===== config.mk =====
export PLATFORM = sky130hd
export DESIGN_NAME = pcw_ctrl
export DESIGN_NICKNAME = d
export VERILOG_FILES = /design/src/rtl/pcw_pkg.sv /design/src/rtl/pcw_sync.sv /design/src/rtl/pcw_cfg.sv /design/src/rtl/pcw_status.sv /design/src/rtl/pcw_ctrl.sv
export SDC_FILE = /design/constraint.sdc
export NUM_CORES = 1
export LEC_CHECK = 0
export BUFFER_PORTS_ARGS = -buffer_cell sky130_fd_sc_hd__clkbuf_2
export CORE_ASPECT_RATIO = 1.75
export CORE_MARGIN = 2
export CORE_UTILIZATION = 41
export CTS_CLUSTER_SIZE = 12
export DETAILED_ROUTE_END_ITERATION = 8
export MAX_ROUTING_LAYER = met4
export PLACE_DENSITY = 0.66
export SYNTH_ARGS = -nofsm -noshare
export SYNTH_HDL_FRONTEND = slang
export SYNTH_SLANG_ARGS = --single-unit

===== constraint.sdc =====
create_clock -name clk -period 2.5 [get_ports clk]
set_input_delay 0.125 -clock clk [delete_from_list [all_inputs] [get_ports clk]]
set_output_delay 0.125 -clock clk [all_outputs]
set_load 0.01 [all_outputs]

===== src/rtl/pcw_pkg.sv =====
package pcw_pkg;
    localparam int unsigned NPIN = 4;

    typedef logic [NPIN-1:0] pin_vec_t;

    typedef struct packed {
        pin_vec_t lvl;
        pin_vec_t rise;
        pin_vec_t fall;
    } pin_evt_t;

    typedef struct packed {
        pin_vec_t status;
        logic     evt;
        logic     pulse;
    } stat_state_t;

    function automatic pin_evt_t classify(pin_vec_t now, pin_vec_t last);
        pin_evt_t e;
        e.lvl  = now;
        e.rise = now & ~last;
        e.fall = ~now & last;
        return e;
    endfunction
endpackage


===== src/rtl/pcw_sync.sv =====
module pcw_sync
    import pcw_pkg::*;
#(
    parameter int unsigned STAGES = 2
) (
    input  logic     clk,
    input  logic     rst,
    input  pin_vec_t pin_i,
    output pin_evt_t evt_o
);
    localparam int unsigned LAST = STAGES - 1;

    pin_vec_t chain [STAGES];
    pin_vec_t last_q;

    for (genvar g = 0; g < STAGES; g++) begin : g_stage
        if (g == 0) begin : g_first
            always_ff @(posedge clk) begin
                if (rst) chain[g] <= '0;
                else     chain[g] <= pin_i;
            end
        end else begin : g_next
            always_ff @(posedge clk) begin
                if (rst) chain[g] <= '0;
                else     chain[g] <= chain[g-1];
            end
        end
    end

    always_ff @(posedge clk) begin
        if (rst) last_q <= '0;
        else     last_q <= chain[LAST];
    end

    assign evt_o = classify(chain[LAST], last_q);
endmodule


===== src/rtl/pcw_cfg.sv =====
module pcw_cfg
    import pcw_pkg::*;
(
    input  logic     clk,
    input  logic     rst,
    input  logic     wr_i,
    input  pin_vec_t data_i,
    output pin_vec_t mask_o
);
    always_ff @(posedge clk) begin
        if (rst)       mask_o <= '0;
        else if (wr_i) mask_o <= data_i;
    end
endmodule


===== src/rtl/pcw_status.sv =====
module pcw_status
    import pcw_pkg::*;
(
    input  logic        clk,
    input  logic        rst,
    input  pin_vec_t    hit_i,
    input  logic        clr_i,
    input  logic        ack_i,
    output stat_state_t st_o
);
    stat_state_t st_q, st_d;
    logic        any_hit;

    assign any_hit = |hit_i;

    always_comb begin
        st_d        = st_q;
        st_d.status = (clr_i ? '0 : st_q.status) | hit_i;
        st_d.evt    = (ack_i ? 1'b0 : st_q.evt) | any_hit;
        st_d.pulse  = any_hit;
    end

    always_ff @(posedge clk) begin
        if (rst) st_q <= '0;
        else     st_q <= st_d;
    end

    assign st_o = st_q;
endmodule


===== src/rtl/pcw_ctrl.sv =====
module pcw_ctrl
    import pcw_pkg::*;
#(
    parameter int unsigned SYNC_STAGES = 2
) (
    input  logic           clk,
    input  logic           rst,
    input  logic [NPIN-1:0] pin_i,
    input  logic           en_wr_i,
    input  logic [NPIN-1:0] en_data_i,
    input  logic           stw_wr_i,
    input  logic [NPIN-1:0] stw_data_i,
    input  logic           stat_clr_i,
    input  logic           irq_ack_i,
    input  logic           irq_en_i,
    output logic [NPIN-1:0] status_o,
    output logic           event_o,
    output logic           irq_o,
    output logic           hold_rel_o,
    output logic           stop_exit_o
);
    pin_evt_t    evt;
    pin_vec_t    en_mask;
    pin_vec_t    stw_mask;
    pin_vec_t    hit;
    stat_state_t st;

    pcw_sync #(.STAGES(SYNC_STAGES)) u_sync (
        .clk   (clk),
        .rst   (rst),
        .pin_i (pin_i),
        .evt_o (evt)
    );

    pcw_cfg u_en_cfg (
        .clk    (clk),
        .rst    (rst),
        .wr_i   (en_wr_i),
        .data_i (en_data_i),
        .mask_o (en_mask)
    );

    pcw_cfg u_stw_cfg (
        .clk    (clk),
        .rst    (rst),
        .wr_i   (stw_wr_i),
        .data_i (stw_data_i),
        .mask_o (stw_mask)
    );

    assign hit = (evt.rise | evt.fall) & en_mask;

    pcw_status u_status (
        .clk   (clk),
        .rst   (rst),
        .hit_i (hit),
        .clr_i (stat_clr_i | en_wr_i),
        .ack_i (irq_ack_i),
        .st_o  (st)
    );

    assign status_o    = st.status;
    assign event_o     = st.evt;
    assign hold_rel_o  = st.pulse;
    assign irq_o       = st.evt & irq_en_i;
    assign stop_exit_o = |(evt.fall & stw_mask);
endmodule


==> summary.txt <==
Clock network
  – Cts hold-fix bufs: 1
  – Resize count post-CTS: 0
  – CTS root buffer: clkbuf_4
  – Clock Path Buffers: 2
  – Post-CTS Setup Repair Bufs: 0
  – Clk Latency, worst-skew pair: 310 ps
  – Clk slew on worst S/H paths: 130 ps
  – Total CTS buffers: 3
  – CTS sink cnt: 26
  – CTS HTree Levels: 1
  – CTS tree: yes

Worst setup path
  – Worst EP arrival: between 1000 and 1500 ps
  – Worst setup SP type: register
  – Critical path class: register to output pin
  – CP max FO: 2
  – Kind of end point of the critical path: output pin
  – Worst path required time: 2380 ps

GRT
  – Congestion Overflow GR: 0
  – GR peak layer: met2
  – GR Layer Usage met3: 2.00%
  – Number of global-route vias before repair: 615
  – GR Util met2: 23.0%
  – GRT Util Overall: 14.2%
  – GRT met1 Usage: about 15%
  – Pin count of the biggest net entering global routing: 27
  – Initial antenna violation count: 0
  – First-pass GRT wire length: 2490 microns

Synthesis
  – Simple-Gate Fraction of Synth Area: between 20% and 30%
  – Adder-cell share of the synthesized area: 5.37%
  – Post-synth EDFFs: 0
  – Library cells used by synthesis: 17
  – Compound-Gate Fraction of Synth Area: about 4.7%
  – Synth area leader: dfxtp_1
  – Most frequent cell after synthesis: dfxtp_1
  – Mux share of post-synthesis cell area: 8.59%
  – Area contributors post-synth: dfxtp_1 56%, mux2i_1 8.6%, nor2_1 6.8%
  – Async set-reset flop share out of synthesis: 0%
  – Top FF cell, synth: dfxtp_1
  – XOR/XNOR Fraction of Synth Area: 0%
  – Register area share after synthesis: between 50 and 60%
  – Syn_nets: 110
  – Synth Area per Inst: 10.7 sq um
  – Post-synth top area share: a little under three fifths
  – Synth Register Bits: 26
  – Area of the mapped netlist: ~930 sq um
  – Post-Syn Instances: between 80 and 90
  – Main combinational cell family by area after synthesis: simple AND/OR/NAND/NOR gates
  – Syn. warnings: 0
  – Top cells by instance count after synthesis: 26 x dfxtp_1, 17 x nor2_1, 10 x nor2b_1, 8 x mux2i_1

Placement
  – RD Place Congestion: 0.812
  – I/O Buffers: 26
  – Area post-placement: 0.00107 sq mm
  – Dpl hpwl: 1190 microns
  – Placed cells: approximately 130

Route
  – DRT iter0 DRCs: 15
  – Via density: 4.71
  – DRT Wirelength: ~1500 microns
  – Final ANT Viol Nets: 0
  – Detailed Routing Iterations Pass 1: 4
  – Routed vias: 650
  – # DRC: 0
  – Drt wl/cell: 11.2 microns

Cells and area
  – Area occupied by multi-input gates: 377 sq um
  – # diodes: 0
  – Core Util, Final: 52.8%
  – Register area: 520 sq um
  – Net count, final: ~140
  – Post-Layout Inst Area: 0.00112 sq mm
  – Share of layout cells above drive strength 1: between 30 and 40%
  – Area growth from synthesis to layout: 20.0%
  – Fill cells: slightly below 200
  – Non-Filler Instances: roughly 140

Timing
  – Final min period: 1410 ps
  – Fin Hold WS: 15.1 ps
  – Final period util: 56.3%
  – Skew final: a little under 6 ps
  – Fin. Hold Viols: 0
  – Setup_tns: 0 ps
  – Rel. slew slack: ~67%
  – Final Max Tran Viols: 0
  – Unrepaired setup endpoints after global routing: false
  – Actual slew at the worst max-slew pin: 499 ps
  – Final setup violation count: 0
  – Fmax: 710 MHz

Floorplan
  – # IOs: 27
  – Core Area: 0.00212 sq mm
  – Rows: 22
  – Die Y: 67.1 microns
  – Die width: 40.0 microns
  – Initial core utilization: 44.0%
  – Total die area: between 0.002 and 0.003 sq mm

Hold path
  – Worst hold-check path type: primary input to register

Status
  – Outcome: complete, no violations

Power
  – Static Leak: around 0.52 nW
  – Power Density: 633 mW/mm^2
  – IR drop worst, VDD: a little under 500 uV

Flow run
  – Max Cap Viol: 0
==> final timing paths <==
kind	startpoint	to	slack, ps	cells past startpoint
worst max-delay path	u_sync.chain[1][3]$_SDFF_PP0_	stop_exit_o	1090	5
worst min-delay path	pin_i[1]	u_sync.chain[0][1]$_SDFF_PP0_	20	2
worst max register to register	u_sync.chain[1][3]$_SDFF_PP0_	u_status.st_o[1]$_SDFF_PP0_	1270	5
worst min register to register	u_sync.chain[1][0]$_SDFF_PP0_	u_sync.last_q[0]$_SDFF_PP0_	450	2
==> logic make-up (layout without fill, tap and decap cells) <==
logic type      after synthesis  count (layout)
simple gates                 34              34
mux                           8               8
flops                        26              26
buf+inv                       8              35
compound gates                7               7
fa+ha+maj                     4               4
==> placed cells by master, fill, tap and decap left out <==
master	instances
a21oi_1	4
a21oi_2	1
a22oi_1	2
and2_1	1
clkbuf_2	26
clkbuf_4	3
clkbuf_8	1
dfxtp_1	26
dlygate4sd3_1	1
ha_1	4
inv_1	4
mux2i_1	8
nand2_1	1
nand2b_1	1
nor2_1	17
nor2_4	1
nor2b_1	10
nor2b_4	2
nor4_4	1
==> final cells by class <==
cell class	count	share of cell area, %
Sequential cell	26	46.5
Multi-Input combinational cell	53	33.7
Inverter	4	1.34
Tap cell	24	2.68
Timing Repair Buffer	27	12.5
Clock buffer	4	3.24
==> per-layer routing <==
layer  wire length (microns)  vias up  part of all wire [%]
li1                        -      334                     -
met1                     622      302                    40
met2                     842       12                    55
met3                      55        2                   3.6
met4                      21        0                   1.4
met5                       0        -                     0
==> stage by stage <==
step                      setup WS, ps  power (mW)
after CTS                         1070       0.720
after floorplan                   1340       0.488
final                             1090       0.708
after global routing               987       0.745
after detailed placement          1290       0.513
after global placement            1310       0.511
==> critical path, cell delays in order, from the launching register on <==
cell and delay, ps:
dfxtp_1 340, inv_1 50, ha_1 210, a22oi_1 190, nand2_1 70, clkbuf_2 130
==> registers in the layout, indices dropped and copies added, names as in the netlist <==
| name | flops |
|---|---|
| u_sync.chain | 8 |
| u_status.st_o | 6 |
| u_en_cfg.mask_o | 4 |
| u_stw_cfg.mask_o | 4 |
| u_sync.last_q | 4 |
==> where the power goes <==
part	total, mW	switching (mW)	internal, mW
clock network	0.204	0.115	0.0890
logic	0.0643	0.0307	0.0337
registers	0.439	0.00686	0.432
No activity file was read; power rests on OpenSTA's default activity.
